<file path="config.mk">
export PLATFORM = sky130hd
export DESIGN_NAME = sysport_ctrl
export DESIGN_NICKNAME = d
export VERILOG_FILES = /design/src/rtl/sysport_pkg.sv /design/src/rtl/sysport_decode.sv /design/src/rtl/sysport_regs.sv /design/src/rtl/sysport_rdmux.sv /design/src/rtl/sysport_ctrl.sv
export SDC_FILE = /design/constraint.sdc
export NUM_CORES = 1
export LEC_CHECK = 0
export ABC_AREA = 1
export BUFFER_PORTS_ARGS = -buffer_cell sky130_fd_sc_hd__buf_4
export CAP_MARGIN = 20
export CORE_ASPECT_RATIO = 1.5
export CORE_UTILIZATION = 44
export CTS_CLUSTER_SIZE = 24
export DETAILED_ROUTE_END_ITERATION = 12
export PLACE_DENSITY = 0.75
export SETUP_SLACK_MARGIN = 0.1
export SLEW_MARGIN = 40
export SYNTH_ARGS = -nofsm -noshare
export SYNTH_HDL_FRONTEND = slang
export SYNTH_SLANG_ARGS = --single-unit
</file>
<file path="constraint.sdc">
create_clock -name clk -period 1.4 [get_ports clk]
set_input_delay 0.42 -clock clk [delete_from_list [all_inputs] [get_ports clk]]
set_output_delay 0.42 -clock clk [all_outputs]
set_load 0.02 [all_outputs]
</file>
<file path="src/rtl/sysport_pkg.sv">
package sysport_pkg;

  // Port addresses (the decode depends on these exact values)
  localparam int unsigned A_SPECIAL = 'h0092;
  localparam int unsigned A_CPUCFG  = 'h0800;
  localparam int unsigned A_FEAT    = 'h0802;
  localparam int unsigned A_STAT    = 'h0803;
  localparam int unsigned A_LED     = 'h0808;
  localparam int unsigned A_EQUIP   = 'h080C;
  localparam int unsigned A_XFEAT   = 'h0810;
  localparam int unsigned A_LOCK2   = 'h0812;
  localparam int unsigned A_KEY     = 'h0818;
  localparam int unsigned A_SYSCTL  = 'h081C;
  localparam int unsigned A_CACHE   = 'h0823;
  localparam int unsigned A_MAPT    = 'h0850;

  // Fixed identification bytes
  localparam logic [7:0] V_CPUCFG = 8'hEF;
  localparam logic [7:0] V_FEAT   = 8'hAD;
  localparam logic [7:0] V_STAT   = 8'hE0;
  localparam logic [7:0] V_EQUIP  = 8'h3C;
  localparam logic [7:0] V_XFEAT  = 8'h39;
  localparam logic [7:0] V_KEY    = 8'h00;
  localparam logic [7:0] V_CACHE  = 8'h03;
  localparam logic [7:0] V_MISS   = 8'hFF;

  typedef struct packed {
    logic special;
    logic cpucfg;
    logic feat;
    logic stat;
    logic led;
    logic equip;
    logic xfeat;   // read: ext feature; write: lock 1 strobe
    logic lock2;
    logic key;
    logic sysctl;
    logic cache;
    logic mapt;
  } hit_t;

  // Special port readback: endian flag in bit 1
  function automatic logic [7:0] special_rd(input logic endian);
    special_rd = {6'b0, endian, 1'b0};
  endfunction

  // Zero-extend a narrow field into a byte
  function automatic logic [7:0] zext_nib(input logic [3:0] v);
    zext_nib = {4'b0, v};
  endfunction

endpackage

</file>
<file path="src/rtl/sysport_decode.sv">
module sysport_decode
  import sysport_pkg::*;
#(
  parameter int ADDR_W = 16
) (
  input  logic [ADDR_W-1:0] addr,
  output hit_t              hit,
  output logic              rd_hit,
  output logic              wr_hit
);

  function automatic logic match(input logic [ADDR_W-1:0] a, input int unsigned p);
    match = (a == ADDR_W'(p));
  endfunction

  always_comb begin
    hit.special = match(addr, A_SPECIAL);
    hit.cpucfg  = match(addr, A_CPUCFG);
    hit.feat    = match(addr, A_FEAT);
    hit.stat    = match(addr, A_STAT);
    hit.led     = match(addr, A_LED);
    hit.equip   = match(addr, A_EQUIP);
    hit.xfeat   = match(addr, A_XFEAT);
    hit.lock2   = match(addr, A_LOCK2);
    hit.key     = match(addr, A_KEY);
    hit.sysctl  = match(addr, A_SYSCTL);
    hit.cache   = match(addr, A_CACHE);
    hit.mapt    = match(addr, A_MAPT);
  end

  // Addresses with a defined read value
  assign rd_hit = hit.special | hit.cpucfg | hit.feat | hit.stat |
                  hit.equip | hit.xfeat | hit.key | hit.sysctl |
                  hit.cache | hit.mapt;

  // Addresses whose write has an effect
  assign wr_hit = hit.special | hit.led | hit.xfeat | hit.lock2 |
                  hit.sysctl | hit.mapt;

endmodule

</file>
<file path="src/rtl/sysport_regs.sv">
module sysport_regs
  import sysport_pkg::*;
#(
  parameter int DATA_W    = 8,
  parameter int SYSCTL_W  = 4,
  parameter int LOCK_ID_W = 2
) (
  input  logic                 clk,
  input  logic                 rst,
  input  logic                 wr,
  input  hit_t                 hit,
  input  logic [DATA_W-1:0]    wdata,
  output logic                 soft_reset,
  output logic                 endian,
  output logic                 led,
  output logic [SYSCTL_W-1:0]  sysctl,
  output logic                 contig,
  output logic                 lock_pulse,
  output logic [LOCK_ID_W-1:0] lock_id
);

  localparam logic [LOCK_ID_W-1:0] ID_ONE = LOCK_ID_W'(1);
  localparam logic [LOCK_ID_W-1:0] ID_TWO = LOCK_ID_W'(2);

  logic wr_special, wr_led, wr_sysctl, wr_map, wr_lk1, wr_lk2;

  assign wr_special = wr & hit.special;
  assign wr_led     = wr & hit.led;
  assign wr_sysctl  = wr & hit.sysctl;
  assign wr_map     = wr & hit.mapt;
  assign wr_lk1     = wr & hit.xfeat;
  assign wr_lk2     = wr & hit.lock2;

  always_ff @(posedge clk) begin
    if (rst) begin
      soft_reset <= 1'b0;
      endian     <= 1'b0;
    end else if (wr_special) begin
      soft_reset <= wdata[0];
      endian     <= wdata[1];
    end
  end

  always_ff @(posedge clk) begin
    if (rst)         led <= 1'b0;
    else if (wr_led) led <= wdata[0];
  end

  always_ff @(posedge clk) begin
    if (rst)            sysctl <= '0;
    else if (wr_sysctl) sysctl <= wdata[SYSCTL_W-1:0];
  end

  always_ff @(posedge clk) begin
    if (rst)         contig <= 1'b0;
    else if (wr_map) contig <= wdata[0];
  end

  // Lock strobe: one cycle per write, data ignored
  always_ff @(posedge clk) begin
    if (rst) begin
      lock_pulse <= 1'b0;
      lock_id    <= '0;
    end else begin
      lock_pulse <= wr_lk1 | wr_lk2;
      lock_id    <= wr_lk1 ? ID_ONE : (wr_lk2 ? ID_TWO : '0);
    end
  end

endmodule

</file>
<file path="src/rtl/sysport_rdmux.sv">
module sysport_rdmux
  import sysport_pkg::*;
#(
  parameter int DATA_W   = 8,
  parameter int SYSCTL_W = 4
) (
  input  logic                clk,
  input  logic                rst,
  input  logic                rd,
  input  hit_t                hit,
  input  logic                endian,
  input  logic [SYSCTL_W-1:0] sysctl,
  input  logic                contig,
  output logic [DATA_W-1:0]   rdata
);

  logic [DATA_W-1:0] rd_next;

  always_comb begin
    rd_next = DATA_W'(V_MISS);
    unique case (1'b1)
      hit.special: rd_next = DATA_W'(special_rd(endian));
      hit.cpucfg:  rd_next = DATA_W'(V_CPUCFG);
      hit.feat:    rd_next = DATA_W'(V_FEAT);
      hit.stat:    rd_next = DATA_W'(V_STAT);
      hit.equip:   rd_next = DATA_W'(V_EQUIP);
      hit.xfeat:   rd_next = DATA_W'(V_XFEAT);
      hit.key:     rd_next = DATA_W'(V_KEY);
      hit.sysctl:  rd_next = DATA_W'(zext_nib(4'(sysctl)));
      hit.cache:   rd_next = DATA_W'(V_CACHE);
      hit.mapt:    rd_next = DATA_W'({7'b0, contig});
      default:     rd_next = DATA_W'(V_MISS);
    endcase
  end

  always_ff @(posedge clk) begin
    if (rst)     rdata <= '0;
    else if (rd) rdata <= rd_next;
  end

endmodule

</file>
<file path="src/rtl/sysport_ctrl.sv">
module sysport_ctrl
  import sysport_pkg::*;
#(
  parameter int ADDR_W    = 16,
  parameter int DATA_W    = 8,
  parameter int SYSCTL_W  = 4,
  parameter int LOCK_ID_W = 2
) (
  input  logic                 clk,
  input  logic                 rst,
  input  logic [ADDR_W-1:0]    io_addr,
  input  logic                 io_rd,
  input  logic                 io_wr,
  input  logic [DATA_W-1:0]    io_wdata,
  output logic [DATA_W-1:0]    io_rdata,
  output logic                 soft_reset_o,
  output logic                 little_endian_o,
  output logic                 disk_led_o,
  output logic                 map_contig_o,
  output logic                 lock_pulse_o,
  output logic [LOCK_ID_W-1:0] lock_id_o
);

  hit_t                hit;
  logic                rd_hit;
  logic                wr_hit;
  logic [SYSCTL_W-1:0] sysctl_q;

  sysport_decode #(.ADDR_W(ADDR_W)) u_dec (
    .addr   (io_addr),
    .hit    (hit),
    .rd_hit (rd_hit),
    .wr_hit (wr_hit)
  );

  sysport_regs #(
    .DATA_W(DATA_W), .SYSCTL_W(SYSCTL_W), .LOCK_ID_W(LOCK_ID_W)
  ) u_regs (
    .clk        (clk),
    .rst        (rst),
    .wr         (io_wr),
    .hit        (hit),
    .wdata      (io_wdata),
    .soft_reset (soft_reset_o),
    .endian     (little_endian_o),
    .led        (disk_led_o),
    .sysctl     (sysctl_q),
    .contig     (map_contig_o),
    .lock_pulse (lock_pulse_o),
    .lock_id    (lock_id_o)
  );

  sysport_rdmux #(.DATA_W(DATA_W), .SYSCTL_W(SYSCTL_W)) u_rd (
    .clk    (clk),
    .rst    (rst),
    .rd     (io_rd),
    .hit    (hit),
    .endian (little_endian_o),
    .sysctl (sysctl_q),
    .contig (map_contig_o),
    .rdata  (io_rdata)
  );

endmodule

</file>
==> metrics.csv, run 1 <==
metric,value,unit
status,finished clean,
critPathLaunchType,input port,
cp-end-kind,flop,
grt_pass1_wl,5340,um
gp_congestion,0.884,
antenna_left,0,
start_util,47.7,%
drtIter0Drc,45,
num_io_pins,43,
yosysUniqueCellTypes,22,
avgRoutedWirePerCell,10.3,um
power.density,563,mW/mm2
finalHoldViolCount,0,
whs,0.375,ns
synth_top_area_share,31.5,%
portBuffers,38,
root_buffer,clkbuf_4,
setup_viol,0,
antenna_found_initial,0,
cts-hold-fix-buffers,0,
grt_pass1_vias,1364,
vias,1384,
clk_latency,0.29,ns
finalNetCount,289,
multi_input_area,825,um2
die_y,66.2,um
drive_gt1_share,47.3,%
dpl.cell_count,291,
path_clk_slew,0.10,ns
syn-instance-count,192,
cts_tree,built,
grt_overflow,0,
yosys-top-cells-area,"dfxtp_1 (32%), nor2_1 (12%), inv_1 (9.0%)",
drc_errors,0,
period_needed,1.35,ns
critPathKind,input port to flop,
yosysTopAreaCell,dfxtp_1,
yosysWarnings,0,
hold_class,input port to flop,
crit_arrival,1.55,ns
routed_wl,3060,um
ys_seq_area_share,31.5,%
cp.required,1.61,ns
ys_ff_latch,19,
synth_area,0.00121,mm2
max_slew_margin,83.4,%
setup_tns,0,ns
rsz0062_at_grt,true,
fmaxAchievable,742,MHz
track_usage,24.0,%
rows,22,
clockBufferDepth,2,
numCtsBuffers,3,
grt_max_degree,16,
register_area,380,um2
nFillCells,201,
viasPerCell,4.68,
dp_hpwl,2440,um
fp.dieArea,0.00296,mm2
core_area,0.00253,mm2
avgSynthCellArea,6.29,um2
finalMaxSlewViolations,0,
area_growth,61.5,%
power_leakage,1.03,nW
instances_no_fill,296,
ir_drop,0.000485,V
finClkSkew,0.000800,ns
h-tree-depth,1,
diodes,0,
maxCapViolations,0,
min_period_over_period,96.3,%
worst_pin_slew,0.246,ns
cts.sinks,19,
dieWidth,44.8,um
path_max_fanout,6,
synth_fp_nets,220,
first_pass_iters,4,
==> where the power goes <==
part / leakage, nW / total, mW / internal (mW) / switching, mW
Clock: 0.0177 / 0.273 / 0.106 / 0.167
Combinational: 0.856 / 0.261 / 0.127 / 0.134
Sequential: 0.156 / 0.564 / 0.557 / 0.00714
==> what timing repair did <==
item / CTS / global route
endpoints found under the setup margin: 7 / 14
buffers inserted: 1 / 0
pin swaps: 9 / 16
gates resized for setup: 15 / 28
==> registers in the layout (all words and copies together), names as in the netlist <==
register / flops
u_rd.rdata: 8
u_regs.sysctl: 4
u_regs.lock_id: 2
u_regs.contig: 1
u_regs.endian: 1
u_regs.led: 1
u_regs.lock_pulse: 1
u_regs.soft_reset: 1
==> Yosys cell counts, drive strengths merged <==
cell type / instances
nand2: 37
a21oi: 10
or2: 1
nor2: 48
nand3: 17
buf: 3
nand3b: 2
dfxtp: 19
nand4: 4
nor3: 3
a311oi: 1
o21ai: 13
inv: 34
==> final timing paths <==
kind	startpoint	to	slack [ns]	cells after the start
max	io_addr[9]	u_rd.rdata[6]	0.05	12
min	io_wdata[1]	u_regs.endian	0.37	3
max reg2reg	u_regs.endian	u_rd.rdata[1]	0.49	6
min reg2reg	u_regs.sysctl[1]	u_regs.sysctl[1]	0.46	2
==> per-layer routing <==
metal | up-vias | part of all wire [%] | global-route usage (%)
li1 | 736 | - | -
met5 | - | 0 | 0
met3 | 10 | 3.0 | 2.73
met2 | 39 | 56 | 43.2
met4 | 0 | 2.8 | 12.1
met1 | 599 | 38 | 26.6
==> cells by family after synthesis <==
| logic type | after synthesis | share of synthesized area, % |
|---|---|---|
| AND/OR/NAND/NOR | 112 | 44.8 |
| buffers and inverters | 37 | 12.5 |
| AO/OA/AOI/OAI | 24 | 11.2 |
| flip-flops | 19 | 31.5 |
==> through the flow <==
stage	setup slack [ns]	instance area (um2)	utilization, %	power (mW)
2_1_floorplan	0.00738	1220	-	0.681
3_3_place_gp	-0.277	1750	69.2	0.808
3_5_place_dp	-0.294	1750	69.2	0.812
4_1_cts	0.0254	1840	72.8	1.09
5_1_grt	-0.00555	1950	77.0	1.17
6_report	0.0524	1950	77.0	1.10
==> cell type report <==
cell class	count	share of cell area, %
clock buffer	3	1.16
clock inverter	1	0.257
inverter	34	6.68
multi-input combinational	136	42.3
sequential	19	19.5
tap	36	2.31
timing repair buffer	67	27.8
==> critical path, cell delays in order <==
cell     delay (ns)
buf_6          0.10
nor2_4         0.11
nand2_2        0.07
nor2_4         0.20
buf_12         0.16
nand3_4        0.08
nand3_4        0.08
nor2_4         0.05
nand2_4        0.07
nand2_2        0.07
o21ai_2        0.11
inv_1          0.04
==> cells in the final DEF (no fill, tap or decap), types with 7 or more instances in the layout <==
master and n:
nor2_4 10, dfxtp_1 19, nand2_1 22, buf_6 7
nor2_1 31, a21oi_1 9, inv_1 28, nand2_2 10
nor2_2 7, buf_4 59, nand3_1 10
No activity file was read; power rests on OpenSTA's default activity.
==> inputs of run 2 (changes only) <==
--- a/config.mk
+++ b/config.mk
@@ -5,14 +5,13 @@
 export SDC_FILE = /design/constraint.sdc
 export NUM_CORES = 1
 export LEC_CHECK = 0
-export ABC_AREA = 1
 export BUFFER_PORTS_ARGS = -buffer_cell sky130_fd_sc_hd__buf_4
 export CAP_MARGIN = 20
 export CORE_ASPECT_RATIO = 1.5
-export CORE_UTILIZATION = 44
+export CORE_UTILIZATION = 42
 export CTS_CLUSTER_SIZE = 24
 export DETAILED_ROUTE_END_ITERATION = 12
-export PLACE_DENSITY = 0.75
+export PLACE_DENSITY = 0.74
 export SETUP_SLACK_MARGIN = 0.1
 export SLEW_MARGIN = 40
 export SYNTH_ARGS = -nofsm -noshare
==> metrics.csv, run 2 <==
metric,value,unit
setup_tns,-5.15,ns
drc_errors,0,
synth_area,0.00107,mm2
core_area,0.00242,mm2
antenna_left,0,
critPathLaunchType,input port,
period_needed,1.77,ns
ys_async_sr_fraction,0,%
fmaxAchievable,567,MHz
start_util,44.2,%
antenna_found_initial,0,
yosysUniqueCellTypes,38,
avgSynthCellArea,8.43,um2
synth_edf_count,0,
fin_area,0.00187,mm2
syn-instance-count,127,
finClkSkew,0.00545,ns
rows,22,
power_leakage,0.771,nW
yosys-top-cells-area,"dfxtp_1 (36%), a21oi_1 (5.1%), a211oi_1 (4.2%)",
root_buffer,clkbuf_4,
yosysWarnings,0,
yosysTopAreaCell,dfxtp_1,
ir_drop,0.000593,V
dp_hpwl,2550,um
status,"complete, but fails checks",
grt_pass1_wl,5580,um
die_y,63.8,um
clk_latency,0.32,ns
synth_top_area_share,35.5,%
rsz0062_at_grt,true,
synthTopCellsByCount,"dfxtp_1 (19), nor2_1 (12), a21oi_1 (11)",
worst_path_largest_cell_delay,0.56,ns
vias,1265,
grt_overflow,0,
diodes,0,
finalNetCount,224,
drive_gt1_share,55.9,%
cp_slowest_cell,or4b_4,
finalHoldViolCount,0,
final.setup.worst_slack,-0.365,ns
synth.most_common_cell,dfxtp_1,
largest-register,u_rd.rdata,
finalMaxSlewViolations,0,
synth_fp_nets,155,
path_max_fanout,7,
hold_class,input port to flop,
max_slew_margin,75.9,%
power.density,611,mW/mm2
dp_slack,-0.743,ns
first_pass_iters,4,
clockBufferDepth,2,
placed_area,0.00163,mm2
portBuffers,38,
reg_top3,"u_rd.rdata x8, u_regs.sysctl x4, u_regs.lock_id x2",
crit_chain,buf_8 > or4b_4 > or3_4 > a31oi_4 > o31a_4 > a31oi_1,
dieWidth,43.2,um
routed_wl,3600,um
gp_congestion,1.02,
path_clk_slew,0.12,ns
worst_pin_slew,0.361,ns
cp-end-kind,flop,
track_usage,27.0,%
crit_arrival,1.98,ns
viasPerCell,5.78,
ys_ff_latch,19,
layout_commonest_cell,buf_4,
synth_ff_type,dfxtp_1,
ys_seq_area_share,35.5,%
grt_max_degree,12,
final_cell_mix,"buf_4 (54), dfxtp_1 (17), buf_6 (14)",
fp.dieArea,0.00276,mm2
grt_pass1_vias,1197,
numCtsBuffers,3,
setup_viol,19,
cts.sinks,19,
drtIter0Drc,46,
cp.required,1.62,ns
largest_register_ffs,8,
num_io_pins,43,
multi_input_area,831,um2
avgRoutedWirePerCell,16.5,um
cts-hold-fix-buffers,0,
min_period_over_period,126,%
register_area,383,um2
maxCapViolations,0,
nFillCells,169,
area_growth,74.5,%
violations,setup timing,
utilization,77.2,%
critPathKind,input port to flop,
h-tree-depth,1,
cts_tree,built,
run 2: cell types whose count changed in the layout (fill, tap and decap cells not counted), moves of 7 or more:
| cell | before | now |
|---|---|---|
| nor2_1 | 31 | 10 |
| nand2_1 | 22 | 9 |
| nor2_4 | 10 | 1 |
| buf_6 | 7 | 14 |
| inv_1 | 28 | 0 |
| nand2_2 | 10 | 0 |
run 2: logic make-up (layout without fill, tap and decap cells):
kind of cell | Yosys count | count (layout) | share of synthesized area, %
flops | 19 | 19 | 35.5
mux | 4 | 4 | 3.74
compound gates | 27 | 27 | 16.8
simple gates | 71 | 71 | 41.0
buf+inv | 6 | 74 | 2.92
run 2: worst max-delay path, delay by kind of cell:
kind | cells | cell delay (ns)
AND/OR/NAND/NOR | 2 | 0.98
AO/OA/AOI/OAI | 3 | 0.48
buffers and inverters | 1 | 0.10
run 2: worst paths after layout:
kind	start	end	slack, ns	cells past startpoint
worst min register to register	u_regs.sysctl[2]	u_regs.sysctl[2]	0.47	2
worst min-delay path	rst	u_rd.rdata[7]	0.32	2
worst max register to register	u_regs.contig	u_rd.rdata[0]	0.02	5
worst max-delay path	io_addr[4]	u_rd.rdata[0]	-0.37	6
run 2: final cells by class:
cell class	count	area share, %
clock buffer	3	1.20
clock inverter	1	0.268
multi-input combinational	102	44.4
sequential	19	20.5
tap	24	1.61
timing repair buffer	70	32.0
run 2: per-stage QoR:
stage / hold WS (ns) / instances / total power, mW
global placement: 0.441 / 209 / 0.806
global route: 0.313 / 219 / 1.18
finish: 0.324 / 219 / 1.14
detailed placement: 0.451 / 209 / 0.814
CTS: 0.312 / 217 / 1.14
floorplan: 0.431 / 127 / 0.673
run 2: power breakdown:
group | internal, mW | switching [mW]
sequential | 0.557 | 0.00845
combinational | 0.139 | 0.131
clock | 0.107 | 0.199
total | 0.803 | 0.338
run 2: per-layer routing:
layer | vias to the layer above | wire (um) | global-route usage (%)
met4 | 0 | 96 | 12.1
met3 | 10 | 143 | 3.95
li1 | 612 | - | -
met2 | 40 | 2030 | 50.2
met5 | - | 0 | 0
met1 | 603 | 1330 | 28.4
run 2: timing repair:
item	in CTS	in global routing
pin swaps	15	6
setup endpoints to repair	20	21
setup buffers	4	2
gates cloned	0	0
endpoints found under the hold margin	0	0
gates resized for setup	27	11
==> inputs of run 3 (changes only) <==
--- a/config.mk
+++ b/config.mk
@@ -12,7 +12,7 @@
 export CTS_CLUSTER_SIZE = 24
 export DETAILED_ROUTE_END_ITERATION = 12
 export PLACE_DENSITY = 0.74
-export SETUP_SLACK_MARGIN = 0.1
+export SETUP_SLACK_MARGIN = 0.4
 export SLEW_MARGIN = 40
 export SYNTH_ARGS = -nofsm -noshare
 export SYNTH_HDL_FRONTEND = slang
==> metrics.csv, run 3 (same netlist as run 2, synthesis figures left out) <==
metric,value,unit
worst_path_largest_cell_delay,0.55,ns
drc_errors,0,
r2r_end,u_rd.rdata[0],
gp_congestion,1.02,
met3_usage,3.67,%
power_leakage,0.796,nW
period_needed,1.79,ns
use_met2,50.7,%
status,"complete, but fails checks",
met1_usage,28.2,%
cts-hold-fix-buffers,0,
grt_pass1_wl,5620,um
clk_latency,0.33,ns
min_path_cells,2,
viasPerCell,5.80,
die_y,63.8,um
routed_wl,3770,um
maxCapViolations,0,
avgRoutedWirePerCell,16.9,um
hold_class,input port to flop,
first_pass_iters,4,
dieWidth,43.2,um
numCtsBuffers,3,
finalNetCount,228,
final_cell_mix,"buf_4 (45), buf_6 (27), dfxtp_2 (15)",
drtIter0Drc,28,
diodes,0,
final.setup.worst_slack,-0.392,ns
core_area,0.00242,mm2
setup_viol,19,
worst_pin_slew,0.311,ns
busiest_layer,met2,
min_period_over_period,128,%
rows,22,
antenna_found_initial,0,
crit_arrival,2.04,ns
layout_commonest_cell,buf_4,
largest-register,u_rd.rdata,
r2r_slack,0.04,ns
track_usage,27.0,%
grt_max_degree,12,
violations,setup timing,
grt_pass1_vias,1220,
antenna_left,0,
timing.rr.start,u_regs.contig,
dp_hpwl,2550,um
crit_chain,buf_6 > or4_4 > or2_4 > buf_12 > nor3_4 > a2bb2oi_2 > a211oi_2,
critPathKind,input port to flop,
cts_tree,built,
num_io_pins,43,
finalMaxSlewViolations,0,
grt_overflow,0,
finClkSkew,0.00284,ns
rsz0062_at_grt,true,
whs,0.306,ns
cp.required,1.65,ns
clockBufferDepth,2,
cp-end-kind,flop,
root_buffer,clkbuf_4,
hold_path_end,u_rd.rdata[5],
critPathLaunchType,input port,
vias,1294,
r2r_cells,5,
largest_register_ffs,8,
finalHoldViolCount,0,
cts.sinks,19,
start_util,44.2,%
ir_drop,0.000570,V
worstHoldStart,rst,
area_growth,83.3,%
power.density,599,mW/mm2
cp_slowest_cell,or4_4,
reg_top3,"u_rd.rdata x8, u_regs.sysctl x4, u_regs.lock_id x2",
startpoint,io_addr[12],
max_slew_margin,79.2,%
drive_gt1_share,63.3,%
setup_tns,-4.60,ns
portBuffers,38,
path_clk_slew,0.12,ns
path_max_fanout,8,
h-tree-depth,1,
fp.dieArea,0.00276,mm2
fmaxAchievable,558,MHz
[run 3: changes by cell type in the layout (fill, tap and decap cells not counted), sizes merged]
cell  previous run  this run
buf             70        74
[run 3: critical path, delay by kind of cell]
| kind | cells | cell delay [ns] |
|---|---|---|
| buf+inv | 2 | 0.24 |
| simple gates | 3 | 1.06 |
| compound gates | 2 | 0.33 |
[run 3: repair_timing]
item,CTS,global route
pin swaps,15,7
buffers inserted,7,3
setup endpoints to repair,34,34
gates resized for setup,51,13
[run 3: routing by layer]
layer / part of all wire (%) / wire [um]
met5: 0 / 0
met2: 56 / 2130
met1: 38 / 1430
met3: 3.6 / 137
met4: 2.1 / 78
[run 3: through the flow]
step / instances / total power, mW / worst slack, ns / instance area, um2 / utilization (%)
2_1_floorplan: 127 / 0.673 / -0.499 / 1150 / -
3_3_place_gp: 209 / 0.806 / -0.692 / 1630 / 67.4
3_5_place_dp: 209 / 0.814 / -0.743 / 1630 / 67.4
4_1_cts: 220 / 1.15 / -0.353 / 1890 / 78.2
5_1_grt: 223 / 1.21 / -0.435 / 1960 / 81.0
6_report: 223 / 1.18 / -0.392 / 1960 / 81.0
[run 3: area by class of cell]
type / instances / area [um2]
Multi-Input combinational cell: 102 / 830
Timing Repair Buffer: 74 / 677
Fill cell: 153 / 459
Sequential cell: 19 / 399
Tap cell: 24 / 30.0
Clock buffer: 3 / 22.5
Clock inverter: 1 / 5.00
[run 3: where the power goes]
group	switching (mW)	internal [mW]	leakage (nW)
registers	0.0116	0.560	0.161
logic	0.133	0.156	0.617
clock network	0.207	0.108	0.0177
total	0.352	0.823	0.796
[run 3: worst max path at each step]
stage	endpoint	slack, ns
6_report	u_rd.rdata[1]	-0.39
5_1_grt	u_rd.rdata[1]	-0.43
4_1_cts	u_rd.rdata[1]	-0.35
3_5_place_dp	u_rd.rdata[3]	-0.74
3_3_place_gp	u_rd.rdata[1]	-0.69
2_1_floorplan	u_rd.rdata[6]	-0.50
